File: src/rtl/ne_pkg.sv
package ne_pkg;
  localparam int DW     = 16;
  localparam int FRAC   = 8;
  localparam int WW     = 48;
  localparam int K_SQ   = (4 * (1 << FRAC) + 50) / 100;
  localparam int K_LIN  = 5;
  localparam int C_BIAS = 140 << FRAC;
  localparam int V_PEAK = 30 << FRAC;
  localparam longint SAT_HI = (64'sd1 <<< (DW - 1)) - 1;
  localparam longint SAT_LO = -SAT_HI - 1;

  typedef struct packed {
    logic signed [DW-1:0] d;
    logic signed [DW-1:0] c;
    logic signed [DW-1:0] b;
    logic signed [DW-1:0] a;
    logic signed [DW-1:0] u;
    logic signed [DW-1:0] v;
  } nstate_t;

  localparam int SW = $bits(nstate_t);

  function automatic logic signed [DW-1:0] sat_q(input logic signed [WW-1:0] x);
    if (x > SAT_HI)      sat_q = DW'(SAT_HI);
    else if (x < SAT_LO) sat_q = DW'(SAT_LO);
    else                 sat_q = DW'(x);
  endfunction
endpackage

File: src/rtl/spike_queue.sv
module spike_queue #(
  parameter int DEPTH = 4,
  parameter int W     = 10,
  localparam int PW   = (DEPTH > 1) ? $clog2(DEPTH) : 1,
  localparam int CW   = $clog2(DEPTH + 1)
) (
  input  logic          clk,
  input  logic          rst_i,
  input  logic          push,
  input  logic [W-1:0]  push_data,
  output logic          out_valid,
  input  logic          out_ready,
  output logic [W-1:0]  out_data,
  output logic [CW-1:0] count
);
  logic [W-1:0]  slots [DEPTH];
  logic [PW-1:0] wp, rp, wp_n, rp_n;
  logic [CW-1:0] cnt_n;
  logic          pop;

  assign pop       = out_valid && out_ready;
  assign out_valid = (count != '0);
  assign out_data  = slots[rp];

  function automatic logic [PW-1:0] bump(input logic [PW-1:0] p);
    bump = (p == PW'(DEPTH - 1)) ? '0 : p + 1'b1;
  endfunction

  always_comb begin
    wp_n  = push ? bump(wp) : wp;
    rp_n  = pop  ? bump(rp) : rp;
    cnt_n = count + CW'(push) - CW'(pop);
  end

  always_ff @(posedge clk or negedge rst_i) begin
    if (!rst_i) begin
      wp    <= '0;
      rp    <= '0;
      count <= '0;
    end else begin
      wp    <= wp_n;
      rp    <= rp_n;
      count <= cnt_n;
    end
  end

  always_ff @(posedge clk) begin
    if (push) slots[wp] <= push_data;
  end


  no_overflow_chk: assert property (@(posedge clk) disable iff (!rst_i)
    push |-> (count != CW'(DEPTH)) || pop);


  hold_stable_chk: assert property (@(posedge clk) disable iff (!rst_i)
    out_valid && !out_ready |=> out_valid && $stable(out_data));
endmodule

File: src/rtl/izh_update.sv
module izh_update
  import ne_pkg::*;
#(
  parameter int AW = 10
) (
  input  logic                 clk,
  input  logic                 rst_i,
  input  logic                 in_v,
  input  logic [AW-1:0]        in_idx,
  input  logic [SW-1:0]        in_st,
  input  logic signed [DW-1:0] in_cur,
  output logic                 wb_v,
  output logic [AW-1:0]        wb_idx,
  output logic [SW-1:0]        wb_st,
  output logic                 wb_spike
);
  nstate_t                   st_in, r_st, st_out;
  logic signed [DW-1:0]      r_cur;
  logic signed [2*DW-1:0]    vv_n, bv_n, r_vv, r_bv;
  logic [AW-1:0]             r_idx;
  logic                      r_v;

  logic signed [WW-1:0] v_w, u_w, a_w, i_w, vv_w, bv_w, sq, dv, bq, du, ud_w;
  logic signed [DW-1:0] v1, u1;

  assign st_in = nstate_t'(in_st);

  always_comb begin
    vv_n = st_in.v * st_in.v;
    bv_n = st_in.b * st_in.v;
  end

  always_ff @(posedge clk or negedge rst_i) begin
    if (!rst_i) r_v <= 1'b0;
    else        r_v <= in_v;
  end

  always_ff @(posedge clk) begin
    if (in_v) begin
      r_idx <= in_idx;
      r_st  <= st_in;
      r_cur <= in_cur;
      r_vv  <= vv_n;
      r_bv  <= bv_n;
    end
  end

  always_comb begin
    v_w  = r_st.v;
    u_w  = r_st.u;
    a_w  = r_st.a;
    i_w  = r_cur;
    vv_w = r_vv;
    bv_w = r_bv;
    sq   = ((vv_w >>> FRAC) * K_SQ) >>> FRAC;
    dv   = sq + K_LIN * v_w + C_BIAS - u_w + i_w;
    v1   = sat_q(v_w + dv);
    bq   = bv_w >>> FRAC;
    du   = (a_w * (bq - u_w)) >>> FRAC;
    u1   = sat_q(u_w + du);
    ud_w = u1;
    wb_spike = (v1 >= V_PEAK);
    st_out   = r_st;
    if (wb_spike) begin
      st_out.v = r_st.c;
      st_out.u = sat_q(ud_w + WW'(r_st.d));
    end else begin
      st_out.v = v1;
      st_out.u = u1;
    end
  end

  assign wb_v   = r_v;
  assign wb_idx = r_idx;
  assign wb_st  = st_out;
endmodule

File: src/rtl/neuron_step_engine.sv
module neuron_step_engine
  import ne_pkg::*;
#(
  parameter int NUM_NEURONS = 1024,
  parameter int FIFO_DEPTH  = 4,
  localparam int AW = (NUM_NEURONS > 1) ? $clog2(NUM_NEURONS) : 1,
  localparam int CW = $clog2(FIFO_DEPTH + 1)
) (
  input  logic                 clk,
  input  logic                 rst_n,
  input  logic                 start,
  output logic                 done,
  output logic                 st_rd_en,
  output logic [AW-1:0]        st_rd_addr,
  input  logic [SW-1:0]        st_rd_data,
  output logic                 st_wr_en,
  output logic [AW-1:0]        st_wr_addr,
  output logic [SW-1:0]        st_wr_data,
  output logic                 cur_rd_en,
  output logic [AW-1:0]        cur_rd_addr,
  input  logic [DW-1:0]        cur_rd_data,
  output logic                 cur_clr_en,
  output logic [AW-1:0]        cur_clr_addr,
  output logic                 spk_valid,
  input  logic                 spk_ready,
  output logic [AW-1:0]        spk_idx
);
  localparam logic [AW:0]   N_END = (AW + 1)'(NUM_NEURONS);
  localparam logic [AW-1:0] LAST  = AW'(NUM_NEURONS - 1);

  logic [1:0]    rsync;
  logic          rst_i;
  logic          busy, busy_n, done_n, issue;
  logic [AW:0]   cnt, cnt_n;
  logic          s1_v;
  logic [AW-1:0] s1_idx;
  logic          wb_v, wb_spike;
  logic [AW-1:0] wb_idx;
  logic [SW-1:0] wb_st;
  logic [CW-1:0] q_cnt;
  logic [CW:0]   occ;

  always_ff @(posedge clk or negedge rst_n) begin
    if (!rst_n) rsync <= 2'b00;
    else        rsync <= {rsync[0], 1'b1};
  end
  assign rst_i = rsync[1];

  always_comb begin
    occ    = {1'b0, q_cnt} + (CW + 1)'(s1_v) + (CW + 1)'(wb_v);
    issue  = busy && (cnt < N_END) && (occ < (CW + 1)'(FIFO_DEPTH));
    busy_n = busy;
    cnt_n  = cnt;
    done_n = 1'b0;
    if (!busy && start) begin
      busy_n = 1'b1;
      cnt_n  = '0;
    end
    if (issue) cnt_n = cnt + 1'b1;
    if (wb_v && wb_idx == LAST) begin
      busy_n = 1'b0;
      done_n = 1'b1;
    end
  end

  always_ff @(posedge clk or negedge rst_i) begin
    if (!rst_i) begin
      busy   <= 1'b0;
      cnt    <= '0;
      done   <= 1'b0;
      s1_v   <= 1'b0;
      s1_idx <= '0;
    end else begin
      busy   <= busy_n;
      cnt    <= cnt_n;
      done   <= done_n;
      s1_v   <= issue;
      if (issue) s1_idx <= cnt[AW-1:0];
    end
  end

  assign st_rd_en     = issue;
  assign st_rd_addr   = cnt[AW-1:0];
  assign cur_rd_en    = issue;
  assign cur_rd_addr  = cnt[AW-1:0];
  assign cur_clr_en   = s1_v;
  assign cur_clr_addr = s1_idx;

  izh_update #(.AW(AW)) u_upd (
    .clk      (clk),
    .rst_i    (rst_i),
    .in_v     (s1_v),
    .in_idx   (s1_idx),
    .in_st    (st_rd_data),
    .in_cur   (cur_rd_data),
    .wb_v     (wb_v),
    .wb_idx   (wb_idx),
    .wb_st    (wb_st),
    .wb_spike (wb_spike)
  );

  assign st_wr_en   = wb_v;
  assign st_wr_addr = wb_idx;
  assign st_wr_data = wb_st;

  spike_queue #(.DEPTH(FIFO_DEPTH), .W(AW)) u_q (
    .clk       (clk),
    .rst_i     (rst_i),
    .push      (wb_v && wb_spike),
    .push_data (wb_idx),
    .out_valid (spk_valid),
    .out_ready (spk_ready),
    .out_data  (spk_idx),
    .count     (q_cnt)
  );


  rd_order_chk: assert property (@(posedge clk) disable iff (!rst_i)
    st_rd_en && $past(st_rd_en) |-> st_rd_addr == $past(st_rd_addr) + 1'b1);


  wb_order_chk: assert property (@(posedge clk) disable iff (!rst_i)
    st_wr_en && $past(st_wr_en) |-> st_wr_addr == $past(st_wr_addr) + 1'b1);


  clr_follow_chk: assert property (@(posedge clk) disable iff (!rst_i)
    cur_clr_en |-> $past(cur_rd_en) && cur_clr_addr == $past(cur_rd_addr));


  done_pulse_chk: assert property (@(posedge clk) disable iff (!rst_i)
    done |=> !done);
endmodule

File: config.mk
export PLATFORM = sky130hd
export DESIGN_NAME = neuron_step_engine
export DESIGN_NICKNAME = d
export VERILOG_FILES = /design/src/rtl/ne_pkg.sv /design/src/rtl/spike_queue.sv /design/src/rtl/izh_update.sv /design/src/rtl/neuron_step_engine.sv
export SDC_FILE = /design/constraint.sdc
export NUM_CORES = 2
export LEC_CHECK = 0
export CORE_MARGIN = 3
export CORE_UTILIZATION = 59
export CTS_BUF_LIST = sky130_fd_sc_hd__clkbuf_4
export DETAILED_ROUTE_END_ITERATION = 6
export PLACE_DENSITY = 0.79
export SLEW_MARGIN = 20
export SYNTH_ARGS = -nofsm -noshare
export SYNTH_HDL_FRONTEND = slang
export SYNTH_SLANG_ARGS = --single-unit
File: constraint.sdc
create_clock -name clk -period 31.7 [get_ports clk]
set_input_delay 6.34 -clock clk [delete_from_list [all_inputs] [get_ports clk]]
set_output_delay 6.34 -clock clk [all_outputs]
set_load 0.01 [all_outputs]
==> metrics.log <==
[metrics] Required @ worst endpoint: 25.36 ns
[metrics] post-cts resize count: 0
[metrics] count of maximum capacitance violations: 0
[metrics] number of design-rule violations left by the first detailed-router iteration: 2180
[metrics] status: finished clean
[metrics] unrepaired setup endpoints after global routing: false
[metrics] most frequently used flop master after synthesis: sky130_fd_sc_hd__edfxtp_1
[metrics] total via count in the routed design: 35500
[metrics] effective utilization at floorplan: 60.1%
[metrics] total global-route track usage: 27.7%
[metrics] commonest cells in the netlist: 1121 x sky130_fd_sc_hd__inv_1, 950 x sky130_fd_sc_hd__fa_1, 562 x sky130_fd_sc_hd__nand2_1, 480 x sky130_fd_sc_hd__ha_1, 323 x sky130_fd_sc_hd__and2_1
[metrics] crit start category: flop
[metrics] fin crit share: 73.1%
[metrics] via count of the first global-routing pass: 37500
[metrics] number of buffers created by CTS: 72
[metrics] Detail Route Antenna Nets: 0
[metrics] number of setup violations in the final report: 0
[metrics] global route total overflow: 0
[metrics] die height: 296 µm
[metrics] fraction of registers with async set or reset after synthesis: 13.9%
[metrics] warnings from Yosys: 0
[metrics] critical setup path kind: flop to output pin
[metrics] post-synthesis cell type count: 89
[metrics] Hold Fails Final Rpt: 0
[metrics] wire length of the first global-routing pass: 192 mm
[metrics] layout net count: 6839
[metrics] FMAX: 0.0432 GHz
[metrics] Mean Syn Cell Area: 9.70 µm²
[metrics] Critical Path End Type: output pin
[metrics] number of buffer cells added on primary ports: 267
[metrics] total number of H-tree levels: 3
[metrics] Num Clock Sinks: 244
[metrics] GRT met2 Usage: 45.4%
[metrics] DRC violations left: 0
[metrics] clock-pin slew on the worst setup and hold paths: 0.07 ns
[metrics] data arrival time of the critical path: 16.82 ns
[metrics] Slew Viols, Final: 0
[metrics] row count: 105
[metrics] aggregate routed wire length: 117 mm
[metrics] wire per inst: 18.1 µm
[metrics] final setup skew: 0.109 ns
[metrics] die width: 296 µm
[metrics] number of buffers on the longest clock path: 3
[metrics] slew at the pin closest to its max-slew limit: 1.16 ns
[metrics] cell with the biggest individual delay on the critical path: sky130_fd_sc_hd__o31ai_4
[metrics] number of standard cells after synthesis: 5130
[metrics] clock tree from TritonCTS: done
[metrics] met3 usage in global routing: 5.73%
[metrics] layout cells sized above 1: 4.41%
[metrics] most common cell in the netlist: sky130_fd_sc_hd__inv_1
[metrics] normalized max-slew margin: 22.3%
[metrics] Final min period: 23.16 ns
[metrics] number of iterations in the first detailed-routing pass: 6
[metrics] drt via density: 5.52
[metrics] cell with the most instances on the worst path: sky130_fd_sc_hd__fa_1
[metrics] final estimated routing congestion in global placement: 0.904
[metrics] growth of design area from synthesis to finish: 8.60%
[metrics] post-synthesis instance area: 49800 µm²
[metrics] most congested layer reported by global routing: met2
[metrics] post-synthesis register bit count: 244
[metrics] number of flops mapped to enable cells by yosys: 210
[metrics] Min-Delay Path Class: flop to asynchronous set/reset pin
[metrics] largest net degree at the start of global routing: 57
[metrics] part of the Yosys area used for sequential elements: 14.4%
[metrics] net count of the mapped netlist: 6676
[metrics] CP Max Fanout: 20
[metrics] Area contributors post-synth: sky130_fd_sc_hd__fa_1 38%, sky130_fd_sc_hd__edfxtp_1 13%, sky130_fd_sc_hd__ha_1 12%
[metrics] share of the synthesized area in the top cell type: 38.2%
[metrics] maximum cell stage delay along the critical path: 0.63 ns
[metrics] Post-DP HPWL: 94.7 mm
[metrics] Die Outline Area: 87900 µm²
[metrics] post-synth top area cell: sky130_fd_sc_hd__fa_1
[metrics] number of top-level pins: 268
[metrics] Clock Root Buffer: sky130_fd_sc_hd__clkbuf_4
[metrics] met1 track demand over resource: 36.7%
[metrics] clock latency on the worst-skew pair: 0.91 ns
[metrics] total of hold buffers inserted after clock tree synthesis: 0
[metrics] initial antenna violation count: 7
[metrics] setup tns final: 0 ns
[metrics] Std-Cell Core Area: 82800 µm²
[metrics] buffers inserted by post-CTS timing repair: 0
layout make-up:
| type | instances | area [µm²] |
|---|---|---|
| Sequential cell | 244 | 7160 |
| Inverter | 1121 | 4210 |
| Antenna cell | 6 | 15.0 |
| Timing Repair Buffer | 323 | 3090 |
| Clock buffer | 107 | 803 |
| Tap cell | 1070 | 1340 |
| Multi-Input combinational cell | 3531 | 37300 |
| Fill cell | 6461 | 28700 |
| Clock inverter | 25 | 183 |
state kept, by name, indices dropped and copies added, names as in the netlist, 11 cells and up:
| register | flops |
|---|---|
| cnt | 11 |
| u_upd.r_bv | 24 |
| u_upd.r_cur | 16 |
| u_q.slots | 40 |
| u_upd.r_st | 31 |
| u_upd.r_vv | 25 |
| u_upd.wb_st | 64 |
critical path: cells and delay by family, from the launching register on:
family	cells	cell delay [ns]
AOI/OAI and AO/OA	26	6.74
xor gates and xnor gates	1	0.13
adders and majority gates	11	4.37
buffers and inverters	6	1.12
DFF	1	0.38
muxes	1	0.40
and+or+nand+nor	13	2.73
layout by cell type, fill, tap and decap left out, types with 9 or more instances in the layout:
cell	netlist	final
sky130_fd_sc_hd__buf_4	85	56
sky130_fd_sc_hd__a31oi_1	28	28
sky130_fd_sc_hd__o31ai_1	10	10
sky130_fd_sc_hd__xor2_1	50	48
sky130_fd_sc_hd__and3_1	31	31
sky130_fd_sc_hd__nand2_1	562	562
sky130_fd_sc_hd__or2_2	16	16
sky130_fd_sc_hd__mux4_2	10	10
sky130_fd_sc_hd__o21bai_1	17	17
sky130_fd_sc_hd__o211ai_1	11	11
sky130_fd_sc_hd__or3_1	18	18
sky130_fd_sc_hd__nor3_1	48	48
sky130_fd_sc_hd__a211oi_1	21	21
sky130_fd_sc_hd__ha_1	480	480
sky130_fd_sc_hd__nand3_1	48	48
sky130_fd_sc_hd__o2111ai_1	9	9
sky130_fd_sc_hd__fa_1	950	950
sky130_fd_sc_hd__a21o_1	51	51
sky130_fd_sc_hd__dfrtp_1	34	33
sky130_fd_sc_hd__and2_1	323	323
sky130_fd_sc_hd__a21boi_0	11	11
sky130_fd_sc_hd__nor2b_1	47	47
sky130_fd_sc_hd__o21a_1	36	36
sky130_fd_sc_hd__a21oi_1	118	118
sky130_fd_sc_hd__nand4_1	17	17
sky130_fd_sc_hd__clkinv_1	0	14
sky130_fd_sc_hd__edfxtp_1	210	210
sky130_fd_sc_hd__xnor2_1	142	136
sky130_fd_sc_hd__a22o_1	13	13
sky130_fd_sc_hd__clkbuf_4	0	107
sky130_fd_sc_hd__inv_1	1121	1121
sky130_fd_sc_hd__nand2b_1	57	57
sky130_fd_sc_hd__clkdlybuf4s50_1	0	267
sky130_fd_sc_hd__o21ai_0	78	78
sky130_fd_sc_hd__nor2_1	196	196
final timing paths:
check	start	to	slack [ns]	depth (start not counted)
min	rsync[1]	cur_clr_en	0.21	1
min in group clk	rsync[0]	rsync[1]	0.35	0
min reg2reg	rsync[1]	cur_clr_en	0.21	1
max reg2reg	u_upd.r_vv[10]	u_q.count[2]	19.68	45
max	u_upd.r_st[16]	st_wr_data[25]	8.54	58
max in group asynchronous	rst_n	rsync[0]	25.92	1
kinds of logic after synthesis:
kind of cell	synth area share, %
AO/OA/AOI/OAI	6.70
XOR/XNOR	3.38
adder cells (fa/ha/maj)	50.3
buffers and inverters	10.9
flip-flops	14.4
multiplexers	0.628
other	0.00753
AND/OR/NAND/NOR	13.7
per-layer routing:
layer,vias to the layer above,wire [µm]
li1,16200,-
met1,17700,47500
met2,1252,55400
met3,245,9300
met4,4,4300
met5,-,22
through the flow:
step | instances | worst slack (ns) | instance area, µm² | util [%] | hold slack, ns
after detailed placement | 6289 | 9.46 | 53100 | 64.1 | 0.274
final | 6427 | 8.54 | 54100 | 65.3 | 0.207
after CTS | 6421 | 8.44 | 54000 | 65.3 | 0.231
after global routing | 6425 | 7.06 | 54100 | 65.3 | 0.289
after global placement | 6289 | 9.60 | 53100 | 64.1 | 0.270
after floorplan | 5130 | 12.00 | 49800 | - | 0.331
Power is not shown: default switching activity piles up to over one toggle a cycle in this logic, so the estimate is an artifact.
